**config.mk**
```make
export PLATFORM = sky130hd
export DESIGN_NAME = rwp_port
export DESIGN_NICKNAME = d
export VERILOG_FILES = /design/src/rtl/rwp_pkg.sv /design/src/rtl/rwp_gate.sv /design/src/rtl/rwp_store.sv /design/src/rtl/rwp_rdsel.sv /design/src/rtl/rwp_port.sv
export SDC_FILE = /design/constraint.sdc
export NUM_CORES = 2
export LEC_CHECK = 0
export CORE_ASPECT_RATIO = 1.75
export CORE_UTILIZATION = 55
export CTS_BUF_LIST = sky130_fd_sc_hd__clkbuf_2 sky130_fd_sc_hd__clkbuf_4 sky130_fd_sc_hd__clkbuf_8
export DETAILED_ROUTE_END_ITERATION = 10
export GPL_ROUTABILITY_DRIVEN = 0
export MAX_ROUTING_LAYER = met4
export PLACE_DENSITY = 0.76
export SETUP_SLACK_MARGIN = 0.5
export SLEW_MARGIN = 0
export SYNTH_ARGS = -nofsm -noshare
export SYNTH_HDL_FRONTEND = slang
export SYNTH_SLANG_ARGS = --single-unit
```
**constraint.sdc**
```tcl
create_clock -name clk -period 8.15 [get_ports clk]
set_input_delay 2.445 -clock clk [delete_from_list [all_inputs] [get_ports clk]]
set_output_delay 2.445 -clock clk [all_outputs]
set_load 0.02 [all_outputs]
```
**src/rtl/rwp_pkg.sv**
```systemverilog
package rwp_pkg;

   // Read-during-write behaviour of the shared-address port.
   typedef enum logic [2:0] {
      RW_UNDEF   = 3'd0,
      RW_NOCHG   = 3'd1,
      RW_OLD     = 3'd2,
      RW_NEW     = 3'd3,
      RW_NEWONLY = 3'd4
   } rdwr_e;

   // Number of write lanes: a lane wider than the word covers the whole word.
   function automatic int lane_count(input int dw, input int bw);
      return (bw >= dw) ? 1 : dw / bw;
   endfunction

   function automatic int lane_width(input int dw, input int bw);
      return (bw >= dw) ? dw : bw;
   endfunction

endpackage

```
**src/rtl/rwp_gate.sv**
```systemverilog
module rwp_gate #(
   parameter int DW        = 32,
   parameter int NB        = 4,
   parameter int LW        = 8,
   parameter bit SEP_BE    = 1'b1,
   parameter bit HAS_CLKEN = 1'b1,
   parameter bit HAS_RDEN  = 1'b1
) (
   input  logic          clk_en,
   input  logic          rd_en,
   input  logic          wr_en,
   input  logic [NB-1:0] wr_be,
   output logic          ce_eff,
   output logic          rd_go,
   output logic          wr_go,
   output logic [NB-1:0] lane_we,
   output logic [DW-1:0] bit_mask
);

   logic re_eff;

   if (HAS_CLKEN) begin : g_ce
      assign ce_eff = clk_en;
   end else begin : g_no_ce
      assign ce_eff = 1'b1;
   end

   if (HAS_RDEN) begin : g_re
      assign re_eff = rd_en;
   end else begin : g_no_re
      assign re_eff = 1'b1;
   end

   assign rd_go = ce_eff & re_eff;
   assign wr_go = ce_eff & wr_en;

   for (genvar i = 0; i < NB; i++) begin : g_lane
      if (SEP_BE) begin : g_sep
         assign lane_we[i] = wr_go & wr_be[i];
      end else begin : g_whole
         assign lane_we[i] = wr_go;
      end
      assign bit_mask[i*LW +: LW] = {LW{lane_we[i]}};
   end

endmodule

```
**src/rtl/rwp_store.sv**
```systemverilog
module rwp_store #(
   parameter int AW = 6,
   parameter int DW = 32,
   parameter int NB = 4,
   parameter int LW = 8,
   localparam int DEPTH = 1 << AW
) (
   input  logic          clk,
   input  logic [AW-1:0] addr,
   input  logic [DW-1:0] wr_data,
   input  logic [NB-1:0] lane_we,
   output logic [DW-1:0] old_word
);

   logic [DW-1:0] mem [DEPTH];

   always_ff @(posedge clk) begin
      for (int i = 0; i < NB; i++) begin
         if (lane_we[i]) begin
            mem[addr][i*LW +: LW] <= wr_data[i*LW +: LW];
         end
      end
   end

   // Pre-write contents of the addressed word, sampled by the read register.
   assign old_word = mem[addr];

endmodule

```
**src/rtl/rwp_rdsel.sv**
```systemverilog
module rwp_rdsel #(
   parameter int             DW   = 32,
   parameter rwp_pkg::rdwr_e MODE = rwp_pkg::RW_OLD
) (
   input  logic          clk,
   input  logic          rd_go,
   input  logic          wr_go,
   input  logic [DW-1:0] bit_mask,
   input  logic [DW-1:0] old_word,
   input  logic [DW-1:0] wr_data,
   output logic [DW-1:0] rd_data
);

   logic          load;
   logic [DW-1:0] next_q;
   logic [DW-1:0] rd_q;

   if (MODE == rwp_pkg::RW_NOCHG) begin : g_nochg
      assign load   = rd_go & ~wr_go;
      assign next_q = old_word;
   end else if (MODE == rwp_pkg::RW_NEW || MODE == rwp_pkg::RW_NEWONLY) begin : g_new
      // Unspecified bits of new-only take the stored value: same datapath as new.
      assign load   = rd_go;
      assign next_q = (old_word & ~bit_mask) | (wr_data & bit_mask);
   end else begin : g_old
      // Old and unspecified share the pre-write word.
      assign load   = rd_go;
      assign next_q = old_word;
   end

   always_ff @(posedge clk) begin
      if (load) begin
         rd_q <= next_q;
      end
   end

   assign rd_data = rd_q;

endmodule

```
**src/rtl/rwp_port.sv**
```systemverilog
module rwp_port #(
   parameter int             AW        = 6,
   parameter int             DW        = 32,
   parameter int             BYTE      = 8,
   parameter rwp_pkg::rdwr_e MODE      = rwp_pkg::RW_OLD,
   parameter bit             SEP_BE    = 1'b1,
   parameter bit             HAS_CLKEN = 1'b1,
   parameter bit             HAS_RDEN  = 1'b1,
   localparam int            NB        = rwp_pkg::lane_count(DW, BYTE),
   localparam int            LW        = rwp_pkg::lane_width(DW, BYTE)
) (
   input  logic          clk,
   input  logic [AW-1:0] addr,
   input  logic [DW-1:0] wr_data,
   input  logic          wr_en,
   input  logic [NB-1:0] wr_be,
   input  logic          clk_en,
   input  logic          rd_en,
   output logic [DW-1:0] rd_data
);

   import rwp_pkg::*;

   if (AW < 1 || AW > 16) begin : g_bad_aw
      $error("rwp_port: AW out of range");
   end
   if (DW < 1) begin : g_bad_dw
      $error("rwp_port: DW must be positive");
   end
   if (BYTE < DW && (DW % BYTE) != 0) begin : g_bad_lane
      $error("rwp_port: DW must be a multiple of BYTE");
   end

   logic          ce_eff;
   logic          rd_go;
   logic          wr_go;
   logic [NB-1:0] lane_we;
   logic [DW-1:0] bit_mask;
   logic [DW-1:0] old_word;

   rwp_gate #(
      .DW(DW), .NB(NB), .LW(LW),
      .SEP_BE(SEP_BE), .HAS_CLKEN(HAS_CLKEN), .HAS_RDEN(HAS_RDEN)
   ) u_gate (
      .clk_en  (clk_en),
      .rd_en   (rd_en),
      .wr_en   (wr_en),
      .wr_be   (wr_be),
      .ce_eff  (ce_eff),
      .rd_go   (rd_go),
      .wr_go   (wr_go),
      .lane_we (lane_we),
      .bit_mask(bit_mask)
   );

   rwp_store #(.AW(AW), .DW(DW), .NB(NB), .LW(LW)) u_store (
      .clk     (clk),
      .addr    (addr),
      .wr_data (wr_data),
      .lane_we (lane_we),
      .old_word(old_word)
   );

   rwp_rdsel #(.DW(DW), .MODE(MODE)) u_rdsel (
      .clk     (clk),
      .rd_go   (rd_go),
      .wr_go   (wr_go),
      .bit_mask(bit_mask),
      .old_word(old_word),
      .wr_data (wr_data),
      .rd_data (rd_data)
   );

   // ---------------- assertions ----------------
   logic past_v = 1'b0;
   always_ff @(posedge clk) past_v <= 1'b1;

   assert_lane_gate_R2: assert property (@(posedge clk) disable iff (!past_v)
      (|lane_we) |-> (wr_en && (!HAS_CLKEN || clk_en)));

   if (HAS_CLKEN) begin : g_a_ce
      assert_ce_hold_R4: assert property (@(posedge clk) disable iff (!past_v)
         !clk_en |=> $stable(rd_data));
   end
   if (HAS_RDEN) begin : g_a_re
      assert_re_hold_R5: assert property (@(posedge clk) disable iff (!past_v)
         !rd_en |=> $stable(rd_data));
   end

   if (MODE == RW_NOCHG) begin : g_a_nochg
      assert_nochg_hold_R7: assert property (@(posedge clk) disable iff (!past_v)
         (ce_eff && wr_en) |=> $stable(rd_data));
   end
   if (MODE == RW_OLD) begin : g_a_old
      assert_old_word_R8: assert property (@(posedge clk) disable iff (!past_v)
         rd_go |=> rd_data == $past(old_word));
   end
   if (MODE == RW_NEW) begin : g_a_new
      assert_new_full_R9: assert property (@(posedge clk) disable iff (!past_v)
         (rd_go && (&lane_we)) |=> rd_data == $past(wr_data));
   end
   if (MODE == RW_NEW || MODE == RW_NEWONLY) begin : g_a_newonly
      assert_new_lanes_R10: assert property (@(posedge clk) disable iff (!past_v)
         rd_go |=> ((rd_data ^ $past(wr_data)) & $past(bit_mask)) == '0);
   end
   if (MODE == RW_UNDEF || MODE == RW_NEW) begin : g_a_keep
      assert_unwritten_lanes_R11: assert property (@(posedge clk) disable iff (!past_v)
         rd_go |=> ((rd_data ^ $past(old_word)) & ~$past(bit_mask)) == '0);
   end

endmodule

```
== Yosys cells after proc, flatten, opt, wreduce, memory -nomap -nowiden ==
Memories as Yosys holds them, arrays and structs flattened. A register that Yosys moved wholly into a read port is not among the register bits.
Cells that the tools add are included.

* Flip-flop bits (word level): 0
* RAM bits: 2048
* Input port bits: 46
* Output and inout bits: 32
* Logic and storage cells: 15
* Memories kept: 1

{| class="wikitable"
|+ Memories
! memory !! depth !! bits a word !! rd ports !! clocked after Yosys merged registers in !! wr ports !! RTL line !! text
|-
| u_store.mem || 64 || 32 || 1 || 1 || 1 || rwp_store.sv:15 || <nowiki>logic [DW-1:0] mem [DEPTH];</nowiki>
|}

* Muxes and demuxes: 8
* Bitwise logic cells: 6

{| class="wikitable"
|+ Operators with widths
! kind !! number
|-
| 1-bit two-way mux || 8
|-
| 1-bit bitwise AND || 6
|}

== Longest topological paths before layout ==
* Word-level depth: 4
* Mapped depth: 12
* Mapped depth without buffers: 6

== Modules after synthesis ==
Synthesis repeated with hierarchy kept, for this count alone.

* Cells, all modules: 4520
* Area total of the unflattened synthesis: 79607.6 µm²

{| class="wikitable"
|+ By module, submodules not included
! module !! times used !! cells each !! area each (µm²) !! seq. area each (µm²)
|-
| rwp_store || 1 || 4449 || 78358.9 || 61499.0
|-
| rwp_rdsel || 1 || 32 || 960.9 || 960.9
|-
| rwp_gate || 1 || 39 || 287.8 || 0.0
|}

== Worst setup path before layout ==
Ideal clock, no wire load.

* Path type: input to register
* Start: input addr[4]
* End: memory u_store.mem[59][0], enable pin
* Setup time: 0.370 ns
* Arrival time: 4.163 ns
* Required time: 7.780 ns
* Slack: 3.617 ns
* Stages on the path: 7
* Path buffers: 4
* Cell sequence: clkbuf_1 -> and3_1 -> clkbuf_1 -> clkbuf_1 -> clkbuf_1 -> nand2_1 -> nor2_1

{| class="wikitable"
|+ RTL lines
! element !! RTL line !! text
|-
| start, declared || rwp_port.sv:13 || <nowiki>input logic [AW-1:0] addr,</nowiki>
|-
| end, declared || rwp_store.sv:15 ||
|}

Straight into the memory's write port.

== Worst setup path after layout ==
* Start: input addr[5]
* End: memory u_store.mem[13][0], enable pin

Straight into the memory's write port.

==> run metrics <==
final period utilization between 70% and 80%; GRT Total Usage 34.9%; post-synthesis sequential area ratio 78.1%; CP arrival about 6500 ps; CTS Root Cell clkbuf_8; Critical Path Sink Type flip-flop; Synthesis Warnings 0; CP required 8760 ps; Worst Hold Depth 4; max_cap viols 0; nets approximately 4800; WL final 250000 um; Fmax achieved 170 MHz; detailed-route via count between 40000 and 50000; Psw 4680 uW; top cell type's share of synthesized area between 70 and 80%; R2R depth 5; Mapped Cells between 4000 and 5000; Die Height a little over 500 um; Clock Skew 59.7 ps; vias in the first global route 47400; Worst Hold End u_rdsel.rd_data[8]; post-DR vias/cell 7.13; ranking of synthesized cells by area edfxtp_1 78%, a221oi_1 3.0%, mux2i_1 2.6%; CTS Sinks around 2100; Reg power frac 57.1%; critical path class input port to flip-flop; clock power share 37.0%; post-CTS setup buffer count 0; Wirelength per Cell 36.7 um; RSZ-0062 raised after global routing false; clk slew on worst S/H paths 70 ps; Setup Viol. Count Final 0; r2r setup slk between 5000 and 6000 ps; Die Footprint 147000 um2; hold_sp u_store.mem[51][8]; DP Area just over 80000 um2; PwrDens about 240 nW/um2; fin crit period about 6000 ps; EDFF count, synth roughly 2100; GR Overflow Total 0; Synth top cells by count 2080 x edfxtp_1, 381 x nor2_1, 271 x a221oi_1, 270 x a22oi_1, 205 x mux2i_1; reg2reg end u_rdsel.rd_data[0]; Avg Inst Size Synth roughly 17 um2; IO Pins 78; Worst Path Max Fanout 20; initial antenna violation count 26; design area approximately 88000 um2; Reg-to-Reg Start u_store.mem[24][0]; Leakage Power approximately 0.027 uW; Initial Utilization 55.6%; Sw Ratio 22.6%; H-Tree Level Count 5; DRT iter0 DRCs a little under 9000; CTS tree built; most frequent cell after synthesis edfxtp_1; fill cell count 9713; Seq cells post-synth approximately 2100; cts repair resizes 0; DP HPWL between 150000 and 200000 um; Worst Tran Pin Value approximately 1400 ps; ratio of cells with drive above 1 in the final layout around 15%; Port Buf Inserts 77; final hold vios 0; largest net degree at the start of global routing 115; Netlist cell types 56; first-pass GRT wire length roughly 350000 um; largest area contributor in the netlist edfxtp_1; status finished, final reports clean; Min-Delay Path Class flip-flop to flip-flop; drt first pass iters 9; hold-fix buffers at CTS 0; CP Launch Type input port; Routed Antenna Nets 0; total clock buffers created by CTS 281; async set-reset flop share out of synthesis 0%; setup tns final 0 ps; synthesis-to-layout area growth 9.84%; worst skew pair latency roughly 1000 ps; core footprint 144000 um2; DRC viols 0; combinational power share between 5 and 6%; Horiz. Die Dim 290 um; Mapped Area ~80000 um2; CTS max path bufs 4; Max IR drop VDD ~0.12 mV; Final Max Tran Viols 0; Int Power between 15000 and 20000 uW; num rows 184; Rel. slew slack about 8.5%; syn nets around 4600; ys flop type edfxtp_1
[cell type report]
cell class	count	area (um2)	share of cell area [%]
Sequential cell	2080	62500	71.1
Multi-Input combinational cell	2164	15900	18.1
Clock buffer	376	4650	5.29
Tap cell	1860	2330	2.65
Timing Repair Buffer	207	1780	2.02
Clock inverter	97	602	0.685
Antenna cell	27	67.6	0.0769
Inverter	1	8.76	0.00997
[per-layer routing]
| layer | GRT usage [%] | part of all wire [%] |
|---|---|---|
| met4 | 28.6 | 10 |
| met1 | 37.2 | 30 |
| met2 | 54.2 | 48 |
| met5 | - | 0 |
| met3 | 9.73 | 12 |
[sequential cells by signal (all words and copies together) (netlist names)]
| signal | cells |
|---|---|
| u_rdsel.rd_data | 32 |
| u_store.mem | 2048 |
[cells by family after synthesis]
kind of cell / count (synthesis) / synth area share (%)
DFF: 2080 / 78.1
AOI/OAI and AO/OA: 1160 / 10.4
muxes: 344 / 5.78
buffers and inverters: 355 / 2.11
and+or+nand+nor: 660 / 3.60
[critical path: stages]
cell	delay [ps]
clkdlybuf4s50_1	820
nor3b_2	1110
buf_4	510
nand2_1	650
nor2_1	920
[worst max-delay path by stage]
stage               startpoint                  end  cells past startpoint
global route           addr[5]    u_store.mem[8][6]                      5
detailed placement     addr[1]  u_rdsel.rd_data[29]                      9
finish                 addr[5]   u_store.mem[13][0]                      5
global placement       addr[1]  u_rdsel.rd_data[29]                      9
CTS                    addr[1]  u_rdsel.rd_data[29]                      9
floorplan              addr[4]   u_store.mem[59][0]                      7
[placed cells by master (no fill, tap or decap), drive strengths merged, types with 13 or more instances in the layout]
cell,instances
and4,14
diode,27
nand3,20
a211oi,35
mux4,89
clkbuf,377
o22ai,76
mux2,50
o211ai,30
clkdlybuf4s50,42
nand4,15
nor3,23
nand2,138
o221ai,19
edfxtp,2080
a21oi,203
buf,164
nor2,382
a22oi,270
a221oi,281
or4,15
a22o,19
a221o,28
clkinv,85
o21ai,158
o32ai,15
nand3b,16
a222oi,13
mux2i,205
[stage by stage]
step | total power [uW] | util (%) | hold slack [ps] | setup WS (ps) | std cells
CTS | 20600 | 61.0 | 719 | 2650 | 6785
global placement | 13200 | 57.3 | 678 | 1650 | 6312
global route | 21100 | 61.0 | 768 | 2350 | 6804
finish | 20700 | 61.0 | 745 | 2270 | 6812
floorplan | 12600 | - | 635 | 3620 | 4599
detailed placement | 13200 | 57.3 | 715 | 1650 | 6312
[power by group through the flow]
stage               clock [uW]  sequential [uW]  combinational [uW]
floorplan                    0            12100                 574
global placement             0            12100                1140
detailed placement           0            12100                1170
CTS                       7630            11800                1170
global route              8050            11800                1240
finish                    7680            11800                1220
No activity file was read; power rests on OpenSTA's default activity.
